`src/rtl/i2c_rb_pkg.sv`:
```
// Package: shared types for the register-bank bus target.
// Assumes the bus carries 8-bit bytes followed by one acknowledge bit.
package i2c_rb_pkg;

    localparam int BYTE_W = 8;

    // Transfer phase the target is in between bus conditions.
    typedef enum logic [2:0] {
        PH_IDLE = 3'd0,   // not addressed, watching for START
        PH_ADDR = 3'd1,   // receiving the address byte
        PH_PTR  = 3'd2,   // receiving the register pointer
        PH_WDAT = 3'd3,   // receiving write data
        PH_RDAT = 3'd4,   // shifting read data out
        PH_RACK = 3'd5    // waiting for the controller's ack of a read byte
    } phase_t;

endpackage

```
`src/rtl/i2c_rb_sync.sv`:
```
// Module: i2c_rb_sync
// Brings LINES asynchronous inputs into the clk domain through STAGES
// flops each, and flags single-cycle rising and falling edges of the
// synchronized level. Assumes the inputs change slowly relative to clk.
module i2c_rb_sync #(
    parameter int LINES  = 2,
    parameter int STAGES = 2
) (
    input  logic             clk,
    input  logic             rst_n,
    input  logic [LINES-1:0] raw_i,
    output logic [LINES-1:0] level_o,
    output logic [LINES-1:0] rise_o,
    output logic [LINES-1:0] fall_o
);

    genvar g;
    generate
        for (g = 0; g < LINES; g++) begin : g_line
            logic [STAGES:0] chain;

            // Shift the raw line through the synchronizer plus one history flop.
            always_ff @(posedge clk) begin
                if (!rst_n) chain <= '1;
                else        chain <= {chain[STAGES-1:0], raw_i[g]};
            end

            assign level_o[g] = chain[STAGES-1];
            assign rise_o[g]  =  chain[STAGES-1] & ~chain[STAGES];
            assign fall_o[g]  = ~chain[STAGES-1] &  chain[STAGES];
        end
    endgenerate

endmodule

```
`src/rtl/i2c_rb_regfile.sv`:
```
// Module: i2c_rb_regfile
// NUM_REGS byte registers, one write port, one combinational read port.
// Assumes addresses are always inside the map (the caller guarantees it).
module i2c_rb_regfile #(
    parameter int NUM_REGS = 16,
    parameter int AW       = 4
) (
    input  logic          clk,
    input  logic          rst_n,
    input  logic          we,
    input  logic [AW-1:0] waddr,
    input  logic [7:0]    wdata,
    input  logic [AW-1:0] raddr,
    output logic [7:0]    rdata
);

    logic [7:0] regs [NUM_REGS];

    genvar g;
    generate
        for (g = 0; g < NUM_REGS; g++) begin : g_reg
            // Store the write data when this entry is addressed.
            always_ff @(posedge clk) begin
                if (!rst_n)                            regs[g] <= 8'h00;
                else if (we && waddr == AW'(g))        regs[g] <= wdata;
            end
        end
    endgenerate

    assign rdata = regs[raddr];

endmodule

```
`src/rtl/i2c_rb_slave.sv`:
```
// Module: i2c_rb_slave (top)
// Bus target with a register bank. Decodes START and STOP from data-line
// edges while the clock is high. Receives address, pointer and data bytes,
// acknowledges them, and shifts register data out on reads. Assumes clk is
// at least ~10x the bus clock and that the controller never stretches.
module i2c_rb_slave #(
    parameter int NUM_REGS    = 16,
    parameter int SYNC_STAGES = 2
) (
    input  logic       clk,
    input  logic       rst_n,
    input  logic [6:0] dev_addr,
    input  logic       scl_i,
    input  logic       sda_i,
    output logic       sda_oe
);
    import i2c_rb_pkg::*;

    localparam int            AW      = (NUM_REGS > 1) ? $clog2(NUM_REGS) : 1;
    localparam logic [AW-1:0] PTR_MAX = AW'(NUM_REGS - 1);
    localparam logic [8:0]    MAP_LIM = 9'(NUM_REGS);

    logic [1:0] lvl, rse, fll;
    logic       scl_s, sda_s, scl_r, scl_f;
    logic       start_evt, stop_evt;

    phase_t        phase;
    logic [3:0]    cnt;
    logic [7:0]    shreg;
    logic          ack_slot;
    logic          mack;
    logic [AW-1:0] ptr;
    logic [AW-1:0] ptr_step;
    logic          rf_we;
    logic [7:0]    rf_rdata;

    i2c_rb_sync #(.LINES(2), .STAGES(SYNC_STAGES)) u_sync (
        .clk    (clk),
        .rst_n  (rst_n),
        .raw_i  ({sda_i, scl_i}),
        .level_o(lvl),
        .rise_o (rse),
        .fall_o (fll)
    );

    assign scl_s     = lvl[0];
    assign sda_s     = lvl[1];
    assign scl_r     = rse[0];
    assign scl_f     = fll[0];
    assign start_evt = fll[1] & scl_s;
    assign stop_evt  = rse[1] & scl_s;

    // Next pointer value, wrapping at the end of the map.
    always_comb ptr_step = (ptr == PTR_MAX) ? '0 : ptr + 1'b1;

    // A write byte is stored when its eighth bit is closed by a falling edge.
    always_comb rf_we = (phase == PH_WDAT) && scl_f && (cnt == 4'd8) && !ack_slot;

    i2c_rb_regfile #(.NUM_REGS(NUM_REGS), .AW(AW)) u_regs (
        .clk  (clk),
        .rst_n(rst_n),
        .we   (rf_we),
        .waddr(ptr),
        .wdata(shreg),
        .raddr(ptr),
        .rdata(rf_rdata)
    );

    // Protocol sequencer: bus conditions, bit counting, ack and read drive.
    always_ff @(posedge clk) begin
        if (!rst_n) begin
            phase    <= PH_IDLE;
            cnt      <= '0;
            shreg    <= '0;
            ack_slot <= 1'b0;
            mack     <= 1'b0;
            ptr      <= '0;
            sda_oe   <= 1'b0;
        end else if (start_evt) begin
            phase    <= PH_ADDR;
            cnt      <= '0;
            ack_slot <= 1'b0;
            sda_oe   <= 1'b0;
        end else if (stop_evt) begin
            phase    <= PH_IDLE;
            cnt      <= '0;
            ack_slot <= 1'b0;
            sda_oe   <= 1'b0;
        end else begin
            case (phase)
                PH_ADDR, PH_PTR, PH_WDAT: begin
                    if (scl_r && !ack_slot && cnt < 4'd8) begin
                        shreg <= {shreg[6:0], sda_s};
                        cnt   <= cnt + 4'd1;
                    end else if (scl_f && !ack_slot && cnt == 4'd8) begin
                        if (phase == PH_ADDR) begin
                            if (shreg[7:1] == dev_addr) begin
                                sda_oe   <= 1'b1;
                                ack_slot <= 1'b1;
                            end else begin
                                phase <= PH_IDLE;
                            end
                        end else if (phase == PH_PTR) begin
                            if ({1'b0, shreg} < MAP_LIM) begin
                                ptr      <= shreg[AW-1:0];
                                sda_oe   <= 1'b1;
                                ack_slot <= 1'b1;
                            end else begin
                                phase <= PH_IDLE;
                            end
                        end else begin
                            ptr      <= ptr_step;
                            sda_oe   <= 1'b1;
                            ack_slot <= 1'b1;
                        end
                    end else if (scl_f && ack_slot) begin
                        ack_slot <= 1'b0;
                        cnt      <= '0;
                        if (phase == PH_ADDR && shreg[0]) begin
                            phase  <= PH_RDAT;
                            shreg  <= rf_rdata;
                            sda_oe <= ~rf_rdata[7];
                        end else begin
                            phase  <= (phase == PH_ADDR) ? PH_PTR : PH_WDAT;
                            sda_oe <= 1'b0;
                        end
                    end
                end
                PH_RDAT: begin
                    if (scl_r) begin
                        cnt <= cnt + 4'd1;
                    end else if (scl_f) begin
                        if (cnt == 4'd8) begin
                            sda_oe <= 1'b0;
                            ptr    <= ptr_step;
                            phase  <= PH_RACK;
                        end else begin
                            shreg  <= {shreg[6:0], 1'b0};
                            sda_oe <= ~shreg[6];
                        end
                    end
                end
                PH_RACK: begin
                    if (scl_r) begin
                        mack <= ~sda_s;
                    end else if (scl_f) begin
                        if (mack) begin
                            phase  <= PH_RDAT;
                            cnt    <= '0;
                            shreg  <= rf_rdata;
                            sda_oe <= ~rf_rdata[7];
                        end else begin
                            phase <= PH_IDLE;
                        end
                    end
                end
                default: begin
                    sda_oe <= 1'b0;
                end
            endcase
        end
    end

endmodule

```
`config.mk`:
```
export PLATFORM = sky130hd
export DESIGN_NAME = i2c_rb_slave
export DESIGN_NICKNAME = d
export VERILOG_FILES = /design/src/rtl/i2c_rb_pkg.sv /design/src/rtl/i2c_rb_sync.sv /design/src/rtl/i2c_rb_regfile.sv /design/src/rtl/i2c_rb_slave.sv
export SDC_FILE = /design/constraint.sdc
export NUM_CORES = 1
export LEC_CHECK = 0
export ABC_AREA = 1
export BUFFER_PORTS_ARGS = -buffer_cell sky130_fd_sc_hd__buf_2
export CAP_MARGIN = 20
export CORE_ASPECT_RATIO = 1.75
export CORE_MARGIN = 1.5
export CORE_UTILIZATION = 30
export CTS_BUF_LIST = sky130_fd_sc_hd__clkbuf_4 sky130_fd_sc_hd__clkbuf_8 sky130_fd_sc_hd__clkbuf_16
export DETAILED_ROUTE_END_ITERATION = 16
export PLACE_DENSITY = 0.4
export SETUP_SLACK_MARGIN = 0.1
export SLEW_MARGIN = 20
export SYNTH_ARGS = -nofsm -noshare
export SYNTH_HDL_FRONTEND = slang
export SYNTH_HIERARCHICAL = 1
export SYNTH_SLANG_ARGS = --single-unit
```
`constraint.sdc`:
```
create_clock -name clk -period 4.5 [get_ports clk]
set_input_delay 0.675 -clock clk [delete_from_list [all_inputs] [get_ports clk]]
set_output_delay 0.675 -clock clk [all_outputs]
set_load 0.01 [all_outputs]
```
# Yosys cells after proc, flatten, opt, wreduce, memory -nomap -nowiden
# Memories as Yosys holds them, arrays and structs flattened. A register that Yosys moved wholly into a read port is not among the register bits.
# Index checks and enable logic that the tools add are counted.
# Widths: inputs -> output; s select.
dict set report totals {
  regBits 28
  latchBits 0
  mem_bits_rw 128
  mem_bits_ro 0
  in_bits 11
  output_inout_bits 1
  wordCells 274
  mem_count 1
}
# name depth width read_ports rd_clocked_by_memory_dff write_ports line
set memory_table {}
lappend memory_table {u_regs.regs 16 8 1 1 16 i2c_rb_regfile.sv:17} ;# logic [7:0] regs [NUM_REGS];
dict set report op_classes {
  addsub 2
  multipliers 0
  n_div 0
  order_cmp 2
  n_eq_ne 55
  shift 0
  n_mux 131
  n_bitwise 32
  reduce_logical 41
}
# cell n
set ops {}
lappend ops {{$mux 8} 26}
lappend ops {{$mux 4} 18}
lappend ops {{$mux 1} 68}
lappend ops {{$mux 3} 14}
lappend ops {{$ne 4x4->1 const B} 10}
lappend ops {{$eq 4x4->1 const B} 9}
lappend ops {{$logic_and 1x1->1} 25}
lappend ops {{$pmux 8 s3} 1}
lappend ops {{$ne 2x2->1 const B} 11}
lappend ops {{$reduce_and 11->1} 2}
lappend ops {{$ne 6x6->1 const B} 3}
lappend ops {{$eq 4x3->1 const B} 4}
lappend ops {{$or 1x1->1} 16}
lappend ops {{$ne 3x3->1 const B} 5}
lappend ops {{$pmux 4 s3} 1}
lappend ops {{$reduce_and 12->1} 1}
lappend ops {{$ne 5x5->1 const B} 2}
lappend ops {{$not 1->1} 10}
lappend ops {{$reduce_and 10->1} 1}
lappend ops {{$pmux 3 s3} 1}
lappend ops {{$reduce_and 9->1} 1}
lappend ops {{$add 4x1->4 const B} 2}
lappend ops {{$eq 4x2->1 const B} 2}
lappend ops {{$lt 8x5->1 const B} 1}
lappend ops {{20 further kinds} 29}

# Logic depth before layout (Yosys ltp)
# Gate-level depths: netlist of the first run.
dict set report logic_depth {
  depth_word 10
  mapped_depth 13
  mapped_depth_nobuf 13
}

# Hierarchy
# Netlist of the first run, hierarchy kept.
# module instances cells_per_inst area_per_inst_um2 seq_area_each_um2
set modules_own_cells {}
lappend modules_own_cells {i2c_rb_regfile 1 723 6278.5 3843.7}
lappend modules_own_cells {i2c_rb_slave 1 266 1677.9 440.4}
lappend modules_own_cells {i2c_rb_sync 1 26 202.7 120.1}

# Worst setup path after synthesis of the first run
# Ideal clock, no wire load.
dict set report synth_timing {
  kind {flip-flop to flip-flop}
  from {register u_sync.g_line[0].chain[2]}
  to {memory u_regs.regs[12][0] (enable)}
  setup_time_ns 0.384
  arrival_ns 1.961
  required_time_ns 4.116
  slack_ns 2.155
  stages_incl_launch_ff 10
  n_path_buf 1
  synth_period_minus_slack_ns 2.345
  path_cell_list {dfxtp_1 > inv_1 > nor2_1 > nand2_1 > inv_1 > nand4_1 > inv_1 > clkbuf_1 > nand2_1 > o21ai_0}
}
# item line
set synth_lines {}
lappend synth_lines {{from (decl)} i2c_rb_sync.sv:20} ;# logic [STAGES:0] chain;
lappend synth_lines {{from (signal assigned)} i2c_rb_sync.sv:25} ;# else chain <= {chain[STAGES-1:0], raw_i[g]};
lappend synth_lines {{to (decl)} i2c_rb_regfile.sv:17}

==> results of run 1 <==
## sequential cells by signal, summed over array words and instances (netlist names)
signal	cells
mack	1
u_sync/g_line.chain	6
phase	3
cnt	4
sda_oe	1
shreg	8
u_regs/regs	128
ptr	4
ack_slot	1
## routing by layer
metal / vias to the layer above / wire, um
met4: 0 / 1260
met1: 3090 / 9370
met2: 102 / 14700
met5: - / 0
li1: 3229 / -
met3: 49 / 643
## layout make-up
cell class	count	area share, %
clock buffers	19	5.12
flip-flops and latches	156	48.6
inverters	159	6.62
multi-input cells	659	32.7
clock inverters	13	1.10
repair buffers	20	1.35
well taps	324	4.47
## cell usage after synthesis (all sizes together)
master,n
a22o,1
xor2,2
dfxtp,28
buf,20
a21oi,17
ha,3
o21ai,39
nand4,12
o221ai,1
o21a,1
o21bai,2
nor3b,1
nor2,174
xnor2,1
nor3,5
or2,1
inv,159
a311oi,1
clkbuf,21
nand2,274
edfxtp,128
o22ai,1
nand3,123
## kinds of logic (layout without fill, tap and decap cells)
group                    count (synthesis)  after routing  share of synthesized area (%)
AO/OA/AOI/OAI                           63             63                           4.66
adder cells (fa/ha/maj)                  3              3                          0.460
flip-flops                             156            156                           54.0
AND/OR/NAND/NOR                        590            590                           30.9
XOR/XNOR                                 3              3                          0.322
buffers and inverters                  200            211                           9.71
## power breakdown
part	internal (uW)	leakage, uW	total (uW)	switching (uW)
Combinational	600	0.00196	2330	1730
Sequential	1680	0.00155	1840	157
Clock	763	0.000274	1410	645
Total	3040	0.00378	5580	2530
## critical path: stages (launching register included)
cell and delay [ns]:
dfxtp_1 0.85, clkinv_1 1.03, nand3_1 0.36, nand3_1 0.12, nand3_1 0.13, nand2_1 0.17
nand2_1 0.13, o21ai_0 0.09, o21ai_0 0.18, a21oi_1 0.06
## through the flow
step / utilization (%) / cells / worst slack, ns
floorplan: - / 1015 / 2.15
global placement: 31.8 / 1318 / 1.44
detailed placement: 31.8 / 1318 / 1.37
CTS: 33.9 / 1350 / 1.36
global route: 33.9 / 1350 / 0.836
finish: 33.9 / 1350 / 1.24
## worst max-delay path by stage
| stage | startpoint | endpoint | depth (start not counted) |
|---|---|---|---|
| floorplan | u_sync/g_line[0].chain[2] | u_regs/regs[12][0] | 9 |
| global placement | ptr[1] | u_regs/regs[6][0] | 5 |
| detailed placement | ptr[1] | u_regs/regs[6][2] | 5 |
| CTS | ptr[1] | u_regs/regs[6][6] | 5 |
| global route | ptr[1] | shreg[7] | 9 |
| finish | ptr[1] | shreg[7] | 9 |
==> summary.md, run 1 <==
| Metric | Value |
|---|---|
| VDD IR max | `0.414 mV` |
| Rows | `79` |
| RePlAce Congestion | `0.901` |
| Reg2Reg Setup Slack | `1.24 ns` |
| Most frequent cells in the layout | `267 x nand2_1, 167 x nor2_1, 154 x inv_1` |
| Ports | `12` |
| WHS Endpoint | `u_sync/g_line[0].chain[0]` |
| Synth area leaders | `edfxtp_1 47%, nand2_1 12%, nor2_1 7.7%` |
| Footprint of the multi-input gates | `0.00296 mm2` |
| DP Area | `0.00850 mm2` |
| Postcts setup bufs | `0` |
| Fillers | `2886` |
| M2 GR Usage | `38.4%` |
| Post-detail-place hpwl | `18.3 mm` |
| Worst reg2reg path startpoint | `ptr[1]` |
| Busiest grt layer | `met2` |
| Post-synth top area share | `47.1%` |
| Worst-path clk slew | `0.07 ns` |
| Initial antenna violation count | `0` |
| Area of the core | `0.0267 mm2` |
| Storage element area | `0.00441 mm2` |
| Final Hold Viols | `0` |
| Unrepaired setup endpoints after global routing | `no` |
| Clock Sink Count | `156` |
| Crit Path Class | `flop to flop` |
| Slew Limit Headroom | `31.0%` |
| Setup crit start kind | `flop` |
| Share of cells above drive strength 1 | `8.67%` |
| Flops & latches, synth | `156` |
| Synth Net Count | `1029` |
| Antenna diodes | `0` |
| Avg Cell Area, Syn | `8.04 um2` |
| Hold Crit Start | `scl_i` |
| Met3 Use GR | `3.36%` |
| Mapped Cells | `1015` |
| Starting Density | `30.6%` |
| WHS | `0.396 ns` |
| Final Instance Area | `0.00906 mm2` |
| CP arrival | `3.58 ns` |
| Number of global-route vias before repair | `6825` |
| Clk_lat worst skew | `0.45 ns` |
| Synth unique cells | `39` |
| First-pass GRT wire length | `40.2 mm` |
| Iteration-0 DRC Markers | `325` |
| Port Buf Inserts | `11` |
| Antenna viol nets, final | `0` |
| Die ar. | `0.0282 mm2` |
| Cell accounting for the most synthesized area | `edfxtp_1` |
| Pins over their slew limit | `0` |
| Die width | `128 um` |
| Root buffer cell | `clkbuf_16` |
| Hold crit path type | `input port to flop` |
| Leakage power | `0.00378 uW` |
| PD cells | `616 mW/mm2` |
| TritonRoute pass-1 iters | `4` |
| Htree depth | `4` |
| Largest net degree at the start of global routing | `52` |
| GRT met1 Usage | `19.4%` |
| Area Growth Syn to Fin | `11.0%` |
| DRC viols | `0` |
| Most common cell after layout, fill and taps aside | `nand2_1` |
| Overall Power | `5580 uW` |
| Hold_buf cts | `0` |
| Post-route minimum period | `3.26 ns` |
| Critical-path maximum fanout | `32` |
| R2r worst-path depth | `9` |
| Final setup vio count | `0` |
| Critical path required time | `4.82 ns` |
| Max clock buf depth | `2` |
| Reg2reg end | `shreg[7]` |
| Seq/Total Area, Yosys | `54.0%` |
| CTS Buf Count | `17` |
| FMAX | `0.306 GHz` |
| Max cap viols | `0` |
| Worst setup EP type | `flop` |
| Via/cell ratio | `4.79` |
| Post-CTS sizing | `0` |
| Hold depth | `3` |
| Gr usage total | `19.7%` |
| Gr ovfl total | `0` |
| CTS tree | `built` |
| Die Ht | `221 um` |
| Via Count | `6470` |
| Worst slew pin tran | `1.03 ns` |
| Synthesized cell area | `0.00816 mm2` |
| Skew final | `0.0163 ns` |
| Status | `complete, no violations` |
| Setup_tns | `0 ns` |
| Drt wl/cell | `19.2 um` |
| Fin crit share | `72.5%` |
| Total Wirelength | `26.0 mm` |
| Final #Nets | `1027` |
| Yosys warning total | `6` |
Power figures use the tool's default switching activity.
==> run 2: changes to the inputs <==
PLACE_DENSITY = 0.41   (was 0.4)
clock period = 2.95 ns   (was 4.5 ns; I/O delays follow)
==> run 2 against run 1 <==
Net effect:
- first-iteration DRC count shrank 8.3%
- routed wire length shrank 3.9%
- register-to-register slack lost 0.65 ns
- critical path depth grew 1
- combinational power grew 56%
- utilization grew 0.53 points
- via count shrank 0.87%
- clock power grew 53%
- hold slack lost 0.22 ns
- setup slack lost 0.65 ns
- critical endpoint is now u_regs/regs[9][6]
- largest cell class unchanged
- largest power group unchanged
==> summary.md, run 2 (synthesis results as in run 1) <==
| Metric | Value |
|---|---|
| Max cap viols | `0 (unchanged)` |
| CTS Buf Count | `17 (unchanged)` |
| CP arrival | `2.46 ns (-1.12 ns)` |
| Unrepaired setup endpoints after global routing | `no` |
| Max clock buf depth | `2 (unchanged)` |
| Initial antenna violation count | `0 (unchanged)` |
| CTS tree | `built` |
| Setup crit start kind | `flop` |
| Leading registers by flop count | `u_regs/regs (128), shreg (8), u_sync/g_line.chain (6)` |
| Worst slew pin tran | `0.947 ns (-0.0878 ns)` |
| Htree depth | `4 (unchanged)` |
| Ports | `12 (unchanged)` |
| Post-detail-place hpwl | `18.0 mm (-1.5%)` |
| Skew final | `0.00980 ns (-0.00646 ns)` |
| Area Growth Syn to Fin | `12.8%` |
| Metal3 WL | `505 um (-21%)` |
| Die width | `128 um (unchanged)` |
| Wl on met1 | `8.75 mm (-6.6%)` |
| Status | `complete, no violations` |
| DRC viols | `0 (unchanged)` |
| Clk_lat worst skew | `0.44 ns (about the same)` |
| Die ar. | `0.0282 mm2 (unchanged)` |
| First-pass GRT wire length | `38.3 mm (-4.8%)` |
| Fin util | `34.5% (+0.53 points)` |
| Fin crit share | `80.0% (+7.5 points)` |
| Slew Limit Headroom | `36.8% (+5.9 points)` |
| Gr usage total | `18.7% (-0.92 points)` |
| Largest reg by FF count | `u_regs/regs` |
| Pins over their slew limit | `0 (unchanged)` |
| Number of global-route vias before repair | `6725 (-1.5%)` |
| Area of the core | `0.0267 mm2 (unchanged)` |
| Post-CTS sizing | `0 (unchanged)` |
| Critical path required time | `3.05 ns (-1.77 ns)` |
| Met2 routed WL | `14.7 mm (-0.26%)` |
| TritonRoute pass-1 iters | `4 (unchanged)` |
| Largest net degree at the start of global routing | `59 (+13%)` |
| Post-route minimum period | `2.36 ns (-0.903 ns)` |
| Worst-path clk slew | `0.07 ns (about the same)` |
| Most frequent cells in the layout | `267 x nand2_1, 167 x nor2_1, 155 x inv_1` |
| Total Wirelength | `25.0 mm (-3.9%)` |
| VDD IR max | `0.580 mV (+40%)` |
| Final Hold Viols | `0 (unchanged)` |
| Gr ovfl total | `0 (unchanged)` |
| Hold_buf cts | `0 (unchanged)` |
| Antenna diodes | `0 (unchanged)` |
| Most common cell after layout, fill and taps aside | `nand2_1` |
| Leakage power | `0.00387 uW (+2.3%)` |
| Die Ht | `221 um (unchanged)` |
| Rows | `79 (unchanged)` |
| PD cells | `932 mW/mm2 (+51%)` |
| Iteration-0 DRC Markers | `298 (-8.3%)` |
| Max FFs per register | `128 (unchanged)` |
| Antenna viol nets, final | `0 (unchanged)` |
| Via/cell ratio | `4.71 (-1.7%)` |
| Hold crit path type | `input port to flop` |
| Crit Path Class | `flop to flop` |
| Setup_tns | `0 ns (unchanged)` |
| Via Count | `6414 (-0.87%)` |
| Critical-path maximum fanout | `8 (-75%)` |
| FMAX | `0.424 GHz (+38%)` |
| Highest routing layer actually used | `met4` |
| Starting Density | `30.6% (unchanged)` |
| Root buffer cell | `clkbuf_16` |
| Port Buf Inserts | `11 (unchanged)` |
| RePlAce Congestion | `0.886 (-1.6%)` |
| Postcts setup bufs | `0 (unchanged)` |
| Clock Sink Count | `156 (unchanged)` |
| Fillers | `2864 (-0.76%)` |
| Share of cells above drive strength 1 | `9.64% (+0.97 points)` |
| Final #Nets | `1038 (+1.1%)` |
| Worst setup EP type | `flop` |
| Final setup vio count | `0 (unchanged)` |
| Drt wl/cell | `18.3 um (-4.7%)` |
[run 2: worst max-delay path: stages, from the launching register on]
cell and delay (ns):
dfxtp_1 0.33, inv_1 0.08, ha_1 0.18, nand2_1 0.06, nor2_1 0.23, nand4_1 0.15
inv_1 0.14, inv_1 0.12, nor3_4 0.34, nand2_1 0.09, nand2_1 0.29
[run 2: final timing paths]
check                            start                   endpoint  slack [ns]  cells after the start
max                             cnt[0]          u_regs/regs[9][6]        0.59                     10
min                              sda_i  u_sync/g_line[1].chain[0]        0.17                      3
min reg2reg  u_sync/g_line[1].chain[0]  u_sync/g_line[1].chain[1]        0.41                      2
max reg2reg                     cnt[0]          u_regs/regs[9][6]        0.59                     10
[run 2: stage by stage]
step           hold slack (ns)  setup slack [ns]  cells  total power (uW)  area, um2
4_1_cts                  0.149             0.574   1361              8710       9200
3_5_place_dp             0.398             0.598   1329              6530       8620
3_3_place_gp             0.391             0.610   1329              6560       8620
6_report                 0.172             0.590   1361              8570       9200
5_1_grt                  0.151             0.385   1361              9200       9200
2_1_floorplan            0.380             0.605   1015              5220       8160
[run 2: metal layers]
metal	vias up	GRT usage, %
met5	-	0
met4	0	9.93
met3	57	2.88
met2	105	37.3
met1	3012	17.8
li1	3240	-
[run 2: where the power goes]
part	total [uW]	switching, uW	leakage (uW)	internal, uW
sequential	2780	217	0.00155	2570
clock	2160	920	0.000293	1240
combinational	3630	2660	0.00203	973
total	8570	3800	0.00387	4780
[run 2: final cells by class]
| cell class | instances | area (um2) | share of cell area [%] |
|---|---|---|---|
| clock buffer | 21 | 508 | 5.52 |
| sequential | 156 | 4410 | 47.9 |
| tap | 324 | 405 | 4.41 |
| multi-input combinational | 659 | 2960 | 32.2 |
| inverter | 159 | 599 | 6.51 |
| clock inverter | 11 | 78.8 | 0.857 |
| timing repair buffer | 31 | 243 | 2.64 |
